<file path="src/rtl/tape_pulse_pkg.sv">
// Shared definitions for the tape EAR player: argument and count widths,
// opcode values and controller states. Assumes 16-bit command arguments.
package tape_pulse_pkg;
    localparam int ARG_W = 16;
    localparam int LEN_W = 24;
    localparam int ENTRY_W = 9;

    typedef enum logic [7:0] {
        OP_ZERO_W = 8'h80,
        OP_ONE_W  = 8'h81,
        OP_GAP    = 8'h82,
        OP_LEN_LO = 8'h83,
        OP_LEN_HI = 8'h84,
        OP_REPEAT = 8'h85,
        OP_PULSE  = 8'h86,
        OP_FLUSH  = 8'h87
    } tp_op_e;

    typedef enum logic [2:0] {
        ST_FETCH,
        ST_ARG,
        ST_EXEC,
        ST_PULSE,
        ST_GAP,
        ST_BIT_A,
        ST_BIT_B
    } tp_state_e;
endpackage

</file>
<file path="src/rtl/tpp_tick_timer.sv">
// Down-counter of T-state ticks. A load sets the duration (0 counts as 1);
// while run is high each tick decrements, and expire flags the tick that
// completes the duration. Assumes the owner reloads or stops on expire.
module tpp_tick_timer #(
    parameter int CNT_W = 16
) (
    input  logic             clk,
    input  logic             rst_n,
    input  logic             load,
    input  logic [CNT_W-1:0] load_val,
    input  logic             run,
    input  logic             tick,
    output logic             expire
);
    localparam logic [CNT_W-1:0] ONE = CNT_W'(1);

    logic [CNT_W-1:0] cnt;

    assign expire = run && tick && (cnt == ONE);

    // Purpose: hold the remaining tick count of the current interval.
    always_ff @(posedge clk) begin
        if (!rst_n) begin
            cnt <= ONE;
        end else if (load) begin
            cnt <= (load_val == '0) ? ONE : load_val;
        end else if (run && tick && (cnt > ONE)) begin
            cnt <= cnt - ONE;
        end
    end
endmodule

</file>
<file path="src/rtl/tpp_bit_shifter.sv">
// Holds the byte being played and the number of bits still to send.
// cur_bit is the bit in flight, next_bit the one after it. Assumes
// load_bits is between 1 and 8.
module tpp_bit_shifter #(
    parameter int BYTE_W = 8
) (
    input  logic                      clk,
    input  logic                      rst_n,
    input  logic                      load,
    input  logic [BYTE_W-1:0]         load_byte,
    input  logic [$clog2(BYTE_W+1)-1:0] load_bits,
    input  logic                      advance,
    output logic                      cur_bit,
    output logic                      next_bit,
    output logic                      last_bit
);
    localparam int BC_W = $clog2(BYTE_W + 1);

    logic [BYTE_W-1:0] sh;
    logic [BC_W-1:0]   left;

    assign cur_bit  = sh[BYTE_W-1];
    assign next_bit = sh[BYTE_W-2];
    assign last_bit = (left == BC_W'(1));

    // Purpose: load a new byte or step to the next bit, MSB first.
    always_ff @(posedge clk) begin
        if (!rst_n) begin
            sh   <= '0;
            left <= '0;
        end else if (load) begin
            sh   <= load_byte;
            left <= load_bits;
        end else if (advance) begin
            sh   <= {sh[BYTE_W-2:0], 1'b0};
            left <= left - BC_W'(1);
        end
    end
endmodule

</file>
<file path="src/rtl/tpp_ctrl.sv">
// Command decoder and playback sequencer. Reads entries from a show-ahead
// FIFO, gathers 16-bit little-endian arguments, keeps widths, block count,
// unused-bit number and repeat count, and drives the EAR level. The tick
// timer and bit shifter are outside; this module tells them when to load.
module tpp_ctrl
    import tape_pulse_pkg::*;
#(
    parameter int DEF_ZERO_W = 855,
    parameter int DEF_ONE_W  = 1710
) (
    input  logic               clk,
    input  logic               rst_n,
    input  logic               fifo_empty,
    input  logic [ENTRY_W-1:0] fifo_data,
    output logic               fifo_rd,
    input  logic               expire,
    output logic               tmr_load,
    output logic [ARG_W-1:0]   tmr_val,
    output logic               sh_load,
    output logic [7:0]         sh_byte,
    output logic [3:0]         sh_bits,
    output logic               sh_adv,
    input  logic               cur_bit,
    input  logic               next_bit,
    input  logic               last_bit,
    output logic               ear,
    output logic               busy,
    output logic               gap_active
);
    tp_state_e        state;
    tp_op_e           opc;
    logic [ARG_W-1:0] arg;
    logic             arg_idx;
    logic [ARG_W-1:0] zero_w;
    logic [ARG_W-1:0] one_w;
    logic [LEN_W-1:0] len;
    logic [2:0]       unused;
    logic [ARG_W-1:0] rep;
    logic [ARG_W-1:0] plays;

    logic       is_cmd;
    logic [7:0] pay;
    logic       op_known;
    logic       data_play;
    logic       exec_play;
    logic       rep_more;

    assign is_cmd     = fifo_data[ENTRY_W-1];
    assign pay        = fifo_data[7:0];
    assign op_known   = (pay[7:3] == 5'b10000);
    assign busy       = (state == ST_PULSE) || (state == ST_GAP) ||
                        (state == ST_BIT_A) || (state == ST_BIT_B);
    assign gap_active = (state == ST_GAP);
    assign fifo_rd    = rst_n && !fifo_empty &&
                        ((state == ST_FETCH) || (state == ST_ARG));
    assign data_play  = (state == ST_FETCH) && !fifo_empty && !is_cmd &&
                        (len != '0);
    assign exec_play  = (state == ST_EXEC) &&
                        ((opc == OP_PULSE) || (opc == OP_GAP));
    assign rep_more   = (plays > ARG_W'(1));

    // Purpose: start the shifter on a byte, cutting the final byte short.
    always_comb begin
        sh_load = data_play;
        sh_byte = pay;
        sh_bits = (len == LEN_W'(1)) ? (4'd8 - {1'b0, unused}) : 4'd8;
        sh_adv  = (state == ST_BIT_B) && expire && !last_bit;
    end

    // Purpose: choose when the tick timer reloads and with which width.
    always_comb begin
        tmr_load = 1'b0;
        tmr_val  = arg;
        if (data_play) begin
            tmr_load = 1'b1;
            tmr_val  = pay[7] ? one_w : zero_w;
        end else if (exec_play) begin
            tmr_load = 1'b1;
            tmr_val  = arg;
        end else if (((state == ST_PULSE) || (state == ST_GAP)) &&
                     expire && rep_more) begin
            tmr_load = 1'b1;
            tmr_val  = arg;
        end else if ((state == ST_BIT_A) && expire) begin
            tmr_load = 1'b1;
            tmr_val  = cur_bit ? one_w : zero_w;
        end else if ((state == ST_BIT_B) && expire && !last_bit) begin
            tmr_load = 1'b1;
            tmr_val  = next_bit ? one_w : zero_w;
        end
    end

    // Purpose: sequence fetch, argument capture, execution and playback.
    always_ff @(posedge clk) begin
        if (!rst_n) begin
            state   <= ST_FETCH;
            opc     <= OP_FLUSH;
            arg     <= '0;
            arg_idx <= 1'b0;
            zero_w  <= ARG_W'(DEF_ZERO_W);
            one_w   <= ARG_W'(DEF_ONE_W);
            len     <= '0;
            unused  <= '0;
            rep     <= '0;
            plays   <= '0;
            ear     <= 1'b0;
        end else begin
            case (state)
                ST_FETCH: begin
                    if (!fifo_empty) begin
                        if (is_cmd) begin
                            if (op_known && (tp_op_e'(pay) == OP_FLUSH)) begin
                                len <= '0;
                                rep <= '0;
                            end else if (op_known) begin
                                opc     <= tp_op_e'(pay);
                                arg_idx <= 1'b0;
                                state   <= ST_ARG;
                            end
                        end else if (data_play) begin
                            len   <= len - LEN_W'(1);
                            state <= ST_BIT_A;
                        end
                    end
                end
                ST_ARG: begin
                    if (!fifo_empty) begin
                        if (!arg_idx) begin
                            arg[7:0] <= pay;
                            arg_idx  <= 1'b1;
                        end else begin
                            arg[15:8] <= pay;
                            state     <= ST_EXEC;
                        end
                    end
                end
                ST_EXEC: begin
                    state <= ST_FETCH;
                    rep   <= '0;
                    case (opc)
                        OP_ZERO_W: zero_w <= arg;
                        OP_ONE_W:  one_w  <= arg;
                        OP_LEN_LO: len[15:0] <= arg;
                        OP_LEN_HI: begin
                            len[23:16] <= arg[7:0];
                            unused     <= arg[10:8];
                        end
                        OP_REPEAT: rep <= arg;
                        OP_PULSE: begin
                            plays <= (rep == '0) ? ARG_W'(1) : rep;
                            state <= ST_PULSE;
                        end
                        OP_GAP: begin
                            plays <= (rep == '0) ? ARG_W'(1) : rep;
                            ear   <= 1'b0;
                            state <= ST_GAP;
                        end
                        default: ;
                    endcase
                end
                ST_PULSE: begin
                    if (expire) begin
                        ear <= ~ear;
                        if (rep_more) plays <= plays - ARG_W'(1);
                        else          state <= ST_FETCH;
                    end
                end
                ST_GAP: begin
                    if (expire) begin
                        if (rep_more) plays <= plays - ARG_W'(1);
                        else          state <= ST_FETCH;
                    end
                end
                ST_BIT_A: begin
                    if (expire) begin
                        ear   <= ~ear;
                        state <= ST_BIT_B;
                    end
                end
                ST_BIT_B: begin
                    if (expire) begin
                        ear   <= ~ear;
                        state <= last_bit ? ST_FETCH : ST_BIT_A;
                    end
                end
                default: state <= ST_FETCH;
            endcase
        end
    end
endmodule

</file>
<file path="src/rtl/tape_pulse_player.sv">
// Top of the tape EAR player: joins the sequencer, the T-state timer and
// the bit shifter. Assumes a show-ahead FIFO (head entry valid while not
// empty) and a tick strobe one clock wide per emulated T-state.
module tape_pulse_player
    import tape_pulse_pkg::*;
#(
    parameter int DEF_ZERO_W = 855,
    parameter int DEF_ONE_W  = 1710
) (
    input  logic         clk,
    input  logic         rst_n,
    input  logic         fifo_empty,
    input  logic [8:0]   fifo_data,
    output logic         fifo_rd,
    input  logic         tstate_tick,
    output logic         ear,
    output logic         busy
);
    logic             expire;
    logic             tmr_load;
    logic [ARG_W-1:0] tmr_val;
    logic             sh_load;
    logic [7:0]       sh_byte;
    logic [3:0]       sh_bits;
    logic             sh_adv;
    logic             cur_bit;
    logic             next_bit;
    logic             last_bit;
    logic             gap_active;

    tpp_ctrl #(
        .DEF_ZERO_W(DEF_ZERO_W),
        .DEF_ONE_W (DEF_ONE_W)
    ) u_ctrl (
        .clk       (clk),
        .rst_n     (rst_n),
        .fifo_empty(fifo_empty),
        .fifo_data (fifo_data),
        .fifo_rd   (fifo_rd),
        .expire    (expire),
        .tmr_load  (tmr_load),
        .tmr_val   (tmr_val),
        .sh_load   (sh_load),
        .sh_byte   (sh_byte),
        .sh_bits   (sh_bits),
        .sh_adv    (sh_adv),
        .cur_bit   (cur_bit),
        .next_bit  (next_bit),
        .last_bit  (last_bit),
        .ear       (ear),
        .busy      (busy),
        .gap_active(gap_active)
    );

    tpp_tick_timer #(.CNT_W(ARG_W)) u_timer (
        .clk     (clk),
        .rst_n   (rst_n),
        .load    (tmr_load),
        .load_val(tmr_val),
        .run     (busy),
        .tick    (tstate_tick),
        .expire  (expire)
    );

    tpp_bit_shifter #(.BYTE_W(8)) u_shift (
        .clk      (clk),
        .rst_n    (rst_n),
        .load     (sh_load),
        .load_byte(sh_byte),
        .load_bits(sh_bits),
        .advance  (sh_adv),
        .cur_bit  (cur_bit),
        .next_bit (next_bit),
        .last_bit (last_bit)
    );
endmodule

</file>
<file path="config.mk">
export PLATFORM = sky130hd
export DESIGN_NAME = tape_pulse_player
export DESIGN_NICKNAME = d
export VERILOG_FILES = /design/src/rtl/tape_pulse_pkg.sv /design/src/rtl/tpp_tick_timer.sv /design/src/rtl/tpp_bit_shifter.sv /design/src/rtl/tpp_ctrl.sv /design/src/rtl/tape_pulse_player.sv
export SDC_FILE = /design/constraint.sdc
export NUM_CORES = 1
export LEC_CHECK = 0
export ABC_AREA = 0
export BUFFER_PORTS_ARGS = -buffer_cell sky130_fd_sc_hd__buf_2
export CORE_ASPECT_RATIO = 1.4
export CORE_MARGIN = 2
export CORE_UTILIZATION = 40
export DETAILED_ROUTE_END_ITERATION = 8
export HOLD_SLACK_MARGIN = 0.03
export PLACE_DENSITY = 0.52
export REMOVE_ABC_BUFFERS = 1
export SLEW_MARGIN = 40
export SYNTH_ARGS = -nofsm -noshare
export SYNTH_HDL_FRONTEND = slang
export SYNTH_HIERARCHICAL = 1
export SYNTH_SLANG_ARGS = --single-unit
export TNS_END_PERCENT = 100
</file>
<file path="constraint.sdc">
create_clock -name clk -period 4.5 [get_ports clk]
set_input_delay 0.45 -clock clk [delete_from_list [all_inputs] [get_ports clk]]
set_output_delay 0.45 -clock clk [all_outputs]
set_load 0.02 [all_outputs]
</file>
==> PnR_summary.wiki, run 1 <==
{| class="wikitable"
! Metric !! Value
|-
| Synth Cell Area || 8320 µm²
|-
| Pin count of the biggest net entering global routing || 64
|-
| Kind of start point of the critical path || flip-flop
|-
| Length in cells of the worst reg-to-reg path || 13
|-
| Detail-routed net length per standard cell || 20.2 µm
|-
| Gate power share || 0.427
|-
| CP Capture Type || flip-flop
|-
| Starting DRT DRC Count || 607
|-
| Internal || 0.00337 W
|-
| Half-perimeter wire length after placement || 18,000 µm
|-
| Die Width || 126 µm
|-
| F_max || 0.277 GHz
|-
| Crit path time final || 3.61 ns
|-
| Worst-path fanout max || 17
|-
| Wire length of the first global-routing pass || 42,600 µm
|-
| Number of antenna-violating nets in the routed design || 0
|-
| Total of warnings raised by yosys || 6
|-
| Via density per instance || 6.07
|-
| Commonest cells after routing, fill and taps aside || sky130_fd_sc_hd__nand2_1, sky130_fd_sc_hd__dfxtp_1, sky130_fd_sc_hd__a21oi_1
|-
| Post-layout utilization of the core || 0.449
|-
| Count of port buffers added during placement || 15
|-
| Cell repeated most along the worst path || sky130_fd_sc_hd__buf_4
|-
| Setup repair after global routing missed its margin || no
|-
| Finish-stage setup viols || 0
|-
| Critical R2R Capture || u_timer/cnt[0]$_SDFFE_PN1P_
|-
| Buffer count from post-CTS setup fixing || 0
|-
| Switching share of power || 0.410
|-
| Via total after detailed routing || 7,936
|-
| Slew headroom || 0.480
|-
| Routing usage on met2 || 0.415
|-
| Number of cells on the worst hold path || 3
|-
| Buffer depth of the longest clock path || 2
|-
| Req. time, crit path || 4.78 ns
|-
| Clock insertion delay at the later pin of the skew report || 0.43 ns
|-
| DIE HEIGHT || 175 µm
|-
| Endpoints failing hold || 0
|-
| Number of global-route vias before repair || 7,637
|-
| Max_cap viols || 0
|-
| Core Area || 20,500 µm²
|-
| Source of the worst hold timing path || fifo_data[6]
|-
| Run status || finished, final reports clean
|-
| Worst Setup Slack, final || 0.894 ns
|-
| Max-slew violations || 0
|-
| CTS clk-pin slew, worst paths || 0.06 ns
|-
| Layout overhead on the synthesized area || 10.5%
|-
| Slew at the pin with the worst max-slew slack || 0.776 ns
|-
| Post-CTS Hold Buffers || 0
|-
| Final WL || 26,500 µm
|-
| Pre-CTS worst setup slack || 0.933 ns
|-
| Met1 routing resource usage after global routing || 0.304
|-
| First-pass iteration count of the detailed router || 5
|-
| Most Crowded Layer GR || met2
|-
| Initial cell density of the core || 0.406
|-
| Worst setup slack for register-to-register paths || 0.89 ns
|-
| TritonCTS clock tree || yes
|-
| Max incr delay on CP || 0.60 ns
|-
| Most common cell after layout, fill and taps aside || sky130_fd_sc_hd__nand2_1
|-
| Post-route DRC violation count || 0
|-
| Sequential share of power || 0.302
|-
| Count of standard-cell rows || 62
|-
| Number of resized instances in the post-cts repair step || 0
|-
| TritonCTS Sinks || 148
|-
| Number of nets at the end of the flow || 1,063
|-
| Switch Pwr || 0.00234 W
|-
| Data arrival time at the worst-slack endpoint || 3.88 ns
|-
| Clk network pwr share || 0.271
|-
| Number of top-level design ports || 16
|-
| Fraction of final layout cells sized beyond drive strength 1 || 0.0989
|-
| Antenna diode instance count || 0
|-
| Avg Cell Area, Syn || 7.83 µm²
|-
| Slowest stage cell, crit path || sky130_fd_sc_hd__or4_1
|-
| Power Density || 622 nW/µm²
|-
| Library cell used as clock root buffer || sky130_fd_sc_hd__clkbuf_16
|-
| Hold WC Path Type || in2reg
|-
| Setup Skew || 0.00922 ns
|-
| Maximum level of the CTS H-tree || 4
|-
| Crit path kind || reg2reg
|-
| Crit path cell chain || or4_1, nor4b_4, buf_4, and3_1, nand2_1, a21oi_1, buf_4, nor2_1, a211oi_1, nor4_1, a41o_1, a22oi_1, nand4_1
|-
| Congestion Overflow GR || 0
|-
| Area of the die || 22,000 µm²
|-
| Number of instances in the synthesized netlist || 1,063
|-
| Initial antenna violation count || 0
|-
| Global-route usage over all layers || 0.244
|-
| Clock buffer count from CTS || 17
|-
| Lkg Pwr || 3.33 nW
|-
| Worst reg2reg startpoint || u_timer/cnt[9]$_SDFFE_PN0P_
|-
| GP Congestion || 0.864
|-
| Met3 capacity usage during global routing || 0.0358
|-
| VDD IR max || 0.302 mV
|-
| Tcrit/Tclk final || 0.801
|-
| Setup total negative slack || 0 ns
|-
| Min-Delay Endpoint || u_ctrl/arg[14]$_SDFFE_PN0P_
|}
==> critical path: cells and delay by family (launching register included) <==
| family | cells | cell delay, ns |
|---|---|---|
| AO/OA/AOI/OAI | 4 | 1.04 |
| buffers and inverters | 2 | 0.46 |
| flip-flops | 1 | 0.36 |
| AND/OR/NAND/NOR | 7 | 1.59 |
==> worst max-delay path by stage <==
| stage | slack [ns] | startpoint | end | depth (start not counted) |
|---|---|---|---|---|
| 5_1_grt | 0.64 | u_timer/cnt[9]$_SDFFE_PN0P_ | u_timer/cnt[0]$_SDFFE_PN1P_ | 11 |
| 3_5_place_dp | 0.93 | u_timer/cnt[4]$_SDFFE_PN0P_ | u_timer/cnt[0]$_SDFFE_PN1P_ | 13 |
| 6_report | 0.89 | u_timer/cnt[9]$_SDFFE_PN0P_ | u_timer/cnt[0]$_SDFFE_PN1P_ | 13 |
| 4_1_cts | 0.91 | u_timer/cnt[4]$_SDFFE_PN0P_ | u_timer/cnt[0]$_SDFFE_PN1P_ | 11 |
| 3_3_place_gp | 0.96 | u_timer/cnt[9]$_SDFFE_PN0P_ | u_timer/cnt[0]$_SDFFE_PN1P_ | 13 |
| 2_1_floorplan | 0.47 | u_ctrl/state[1]$_SDFFE_PN0P_ | u_ctrl/len[18]$_SDFFE_PN0P_ | 5 |
==> sequential cells by signal (all words and copies together), names as in the netlist <==
name and count:
u_ctrl/state 3, u_shift/left 4, u_ctrl/unused 3, u_ctrl/plays 16, u_ctrl/arg_idx 1, u_ctrl/len 24, u_ctrl/rep 16, u_ctrl/zero_w 16
u_ctrl/arg 16, u_ctrl/ear 1, u_ctrl/opc 8, u_timer/cnt 16, u_shift/sh 8, u_ctrl/one_w 16
==> area by class of cell <==
class | instances | area, µm²
clock buffers | 19 | 453
clock inverters | 12 | 178
fillers | 2165 | 11300
inverters | 20 | 75.1
multi-input cells | 813 | 4940
flip-flops and latches | 148 | 2960
well taps | 256 | 320
repair buffers | 40 | 263
==> power by group through the flow <==
| stage | sequential (W) | combinational (W) | clock [W] |
|---|---|---|---|
| global placement | 0.00175 | 0.00242 | 0 |
| floorplan | 0.00169 | 0.00173 | 0 |
| global route | 0.00175 | 0.00269 | 0.00163 |
| detailed placement | 0.00175 | 0.00242 | 0 |
| CTS | 0.00172 | 0.00243 | 0.00158 |
| finish | 0.00173 | 0.00244 | 0.00155 |
==> through the flow <==
stage | std cells | hold WS (ns) | cell area [µm²] | total power [W]
floorplan | 981 | 0.429 | 7950 | 0.00342
global placement | 1277 | 0.447 | 8540 | 0.00417
detailed placement | 1277 | 0.451 | 8550 | 0.00416
CTS | 1308 | 0.300 | 9190 | 0.00573
global route | 1308 | 0.320 | 9190 | 0.00608
finish | 1308 | 0.315 | 9190 | 0.00571
==> per-layer routing <==
| layer | share of wire | wire [µm] |
|---|---|---|
| met3 | 0.030 | 798 |
| met5 | 0 | 0 |
| met4 | 0.039 | 1040 |
| met2 | 0.50 | 13200 |
| met1 | 0.43 | 11500 |
Power figures use the tool's default switching activity.
==> inputs of run 2 (changes only) <==
--- a/config.mk
+++ b/config.mk
@@ -5,7 +5,7 @@
 export SDC_FILE = /design/constraint.sdc
 export NUM_CORES = 1
 export LEC_CHECK = 0
-export ABC_AREA = 0
+export ABC_AREA = 1
 export BUFFER_PORTS_ARGS = -buffer_cell sky130_fd_sc_hd__buf_2
 export CORE_ASPECT_RATIO = 1.4
 export CORE_MARGIN = 2
==> constraint.sdc (replaced) <==
create_clock -name clk -period 3.5 [get_ports clk]
set_input_delay 0.35 -clock clk [delete_from_list [all_inputs] [get_ports clk]]
set_output_delay 0.35 -clock clk [all_outputs]
set_load 0.02 [all_outputs]
==> run 2 against run 1 <==
  * Largest cell class unchanged
  * Clock-buffer cell count unchanged
  * First-iteration DRC count down 13%
  * Via count up 14%
==> PnR_summary.wiki, run 2 <==
{| class="wikitable"
! Metric !! Value
|-
| Starting DRT DRC Count || 528 (-13%)
|-
| Number of top-level design ports || 16 (unchanged)
|-
| Pin count of the biggest net entering global routing || 66 (+3.1%)
|-
| Die Width || 132 µm (+4.8%)
|-
| Post-route DRC violation count || 0 (unchanged)
|-
| Clock insertion delay at the later pin of the skew report || 0.43 ns (about the same)
|-
| Antenna diode instance count || 0 (unchanged)
|-
| Final WL || 26,800 µm (+1.2%)
|-
| Congestion Overflow GR || 0 (unchanged)
|-
| Crit path time final || 2.95 ns (-0.661 ns)
|-
| Library cell used as clock root buffer || sky130_fd_sc_hd__clkbuf_16
|-
| Switching share of power || 0.413 (+0.00308)
|-
| Core Area || 22,500 µm² (+10%)
|-
| Switch Pwr || 0.00268 W (+14%)
|-
| Number of antenna-violating nets in the routed design || 0 (unchanged)
|-
| Power Density || 647 nW/µm² (+4.2%)
|-
| Number of nets at the end of the flow || 1,487 (+40%)
|-
| Source of the worst hold timing path || fifo_data[0]
|-
| Placed inst area || 9390 µm² (+9.8%)
|-
| Crit path kind || reg2reg
|-
| Largest register by flop count || u_ctrl/len
|-
| Gate power share || 0.379 (-0.048)
|-
| Largest register FFs || 24 (unchanged)
|-
| Via total after detailed routing || 9,015 (+14%)
|-
| Req. time, crit path || 3.82 ns (-0.96 ns)
|-
| Post-CTS Hold Buffers || 0 (unchanged)
|-
| Worst-path fanout max || 17 (unchanged)
|-
| First-pass iteration count of the detailed router || 7 (+2)
|-
| Lkg Pwr || 4.65 nW (+40%)
|-
| Avg Cell Area, Syn || 6.20 µm² (-21%)
|-
| Count of port buffers added during placement || 15 (unchanged)
|-
| CP Capture Type || flip-flop
|-
| Hold WC Path Type || in2reg
|-
| Worst reg2reg startpoint || u_ctrl/state[1]$_SDFFE_PN0P_
|-
| Max-slew violations || 0 (unchanged)
|-
| Commonest cells after routing, fill and taps aside || sky130_fd_sc_hd__nand2_1, sky130_fd_sc_hd__nor2_1, sky130_fd_sc_hd__inv_1
|-
| Area of the die || 24,100 µm² (+9.8%)
|-
| Total of warnings raised by yosys || 6 (unchanged)
|-
| VDD IR max || 0.348 mV (+15%)
|-
| Kind of start point of the critical path || flip-flop
|-
| Initial cell density of the core || 0.407 (about the same)
|-
| Clk network pwr share || 0.291 (+0.020)
|-
| Run status || finished, final reports clean
|-
| Wire length of the first global-routing pass || 44,300 µm (+4.0%)
|-
| Number of instances in the synthesized netlist || 1,478 (+39%)
|-
| Internal || 0.00381 W (+13%)
|-
| Detail-routed net length per standard cell || 15.1 µm (-26%)
|-
| DIE HEIGHT || 183 µm (+4.8%)
|-
| Max_cap viols || 0 (unchanged)
|-
| Slew headroom || 0.467 (-0.0125)
|-
| Clock buffer count from CTS || 17 (unchanged)
|-
| Number of resized instances in the post-cts repair step || 0 (unchanged)
|-
| Finish-stage setup viols || 0 (unchanged)
|-
| TritonCTS Sinks || 148 (unchanged)
|-
| Sequential share of power || 0.330 (+0.028)
|-
| Worst Setup Slack, final || 0.555 ns (-0.339 ns)
|-
| TritonCTS clock tree || yes
|-
| Most common cell after layout, fill and taps aside || sky130_fd_sc_hd__nand2_1
|-
| Crit path launch || u_ctrl/state[1]$_SDFFE_PN0P_
|-
| Count of standard-cell rows || 65 (+4.8%)
|-
| Number of global-route vias before repair || 8,414 (+10%)
|-
| Buffer depth of the longest clock path || 2 (unchanged)
|-
| CTS clk-pin slew, worst paths || 0.06 ns (about the same)
|-
| Final instance area || 10,000 µm² (+9.0%)
|-
| Buffer count from post-CTS setup fixing || 0 (unchanged)
|-
| F_max || 0.340 GHz (+22%)
|-
| Data arrival time at the worst-slack endpoint || 3.27 ns (-0.61 ns)
|-
| Initial antenna violation count || 0 (unchanged)
|-
| Pre-CTS worst setup slack || 0.390 ns (-0.543 ns)
|-
| Global-route usage over all layers || 0.230 (-0.0144)
|-
| Setup Skew || 0.00951 ns (+0.000295 ns)
|-
| Fraction of final layout cells sized beyond drive strength 1 || 0.0887 (-0.0102)
|-
| Endpoints failing hold || 0 (unchanged)
|-
| Synth Cell Area || 9160 µm² (+10%)
|-
| Via density per instance || 5.07 (-16%)
|-
| Tcrit/Tclk final || 0.841 (+0.0401)
|-
| GP Congestion || 0.921 (+6.7%)
|-
| Layout overhead on the synthesized area || 9.40%
|-
| Slew at the pin with the worst max-slew slack || 0.799 ns (+0.0221 ns)
|-
| Maximum level of the CTS H-tree || 4 (unchanged)
|-
| Half-perimeter wire length after placement || 19,200 µm (+7.0%)
|-
| Setup repair after global routing missed its margin || no
|}
run 2: final timing paths:
kind	cells past startpoint	slack [ns]	to
hold reg to reg	1	0.45	u_ctrl/opc[7]$_SDFFE_PN1P_
hold / removal	3	0.25	u_shift/sh[0]$_SDFFE_PN0P_
setup / recovery	16	0.55	u_timer/cnt[15]$_SDFFE_PN0P_
setup reg to reg	16	0.55	u_timer/cnt[15]$_SDFFE_PN0P_
run 2: stage by stage:
| stage | setup TNS, ns | std cells | util | hold WS, ns | total power [W] |
|---|---|---|---|---|---|
| 2_1_floorplan | -3.99 | 1407 | - | 0.416 | 0.00397 |
| 3_3_place_gp | 0 | 1744 | 0.417 | 0.428 | 0.00463 |
| 3_5_place_dp | 0 | 1744 | 0.417 | 0.431 | 0.00464 |
| 4_1_cts | 0 | 1776 | 0.444 | 0.230 | 0.00656 |
| 5_1_grt | 0 | 1778 | 0.445 | 0.246 | 0.00704 |
| 6_report | 0 | 1778 | 0.445 | 0.250 | 0.00649 |
run 2: per-layer routing:
layer  vias to the layer above  track usage  wire length [µm]
met3                        34       0.0254               830
met4                         0       0.0804               636
met1                      4077        0.299             12300
li1                       4750            -                 -
met5                         -            0                 0
met2                       154        0.394             13000
run 2: critical path: stages, from the launching register on:
cell and delay, ns:
sky130_fd_sc_hd__dfxtp_1 0.40, sky130_fd_sc_hd__inv_2 0.16, sky130_fd_sc_hd__nand3_1 0.16, sky130_fd_sc_hd__nand2_1 0.11
sky130_fd_sc_hd__inv_1 0.05, sky130_fd_sc_hd__nand2_1 0.09, sky130_fd_sc_hd__nand2_1 0.08, sky130_fd_sc_hd__nor2_1 0.23
sky130_fd_sc_hd__inv_1 0.18, sky130_fd_sc_hd__o21ai_4 0.27, sky130_fd_sc_hd__inv_2 0.17, sky130_fd_sc_hd__nand3_1 0.14
sky130_fd_sc_hd__inv_1 0.20, sky130_fd_sc_hd__nand2_4 0.29, sky130_fd_sc_hd__inv_4 0.11, sky130_fd_sc_hd__nor2_1 0.12
sky130_fd_sc_hd__nor2_1 0.05
run 2: final cells by class:
cell class / count / area, µm²
Inverter: 166 / 627
Clock buffer: 19 / 453
Multi-Input combinational cell: 1093 / 5190
Clock inverter: 13 / 148
Tap cell: 301 / 377
Timing Repair Buffer: 38 / 263
Fill cell: 2488 / 12500
Sequential cell: 148 / 2970
run 2: power groups by stage:
stage               sequential (W)  combinational [W]  clock (W)
floorplan                  0.00211            0.00187          0
global placement           0.00218            0.00245          0
detailed placement         0.00218            0.00246          0
CTS                        0.00214            0.00247    0.00194
global route               0.00218            0.00286    0.00200
finish                     0.00214            0.00246    0.00189
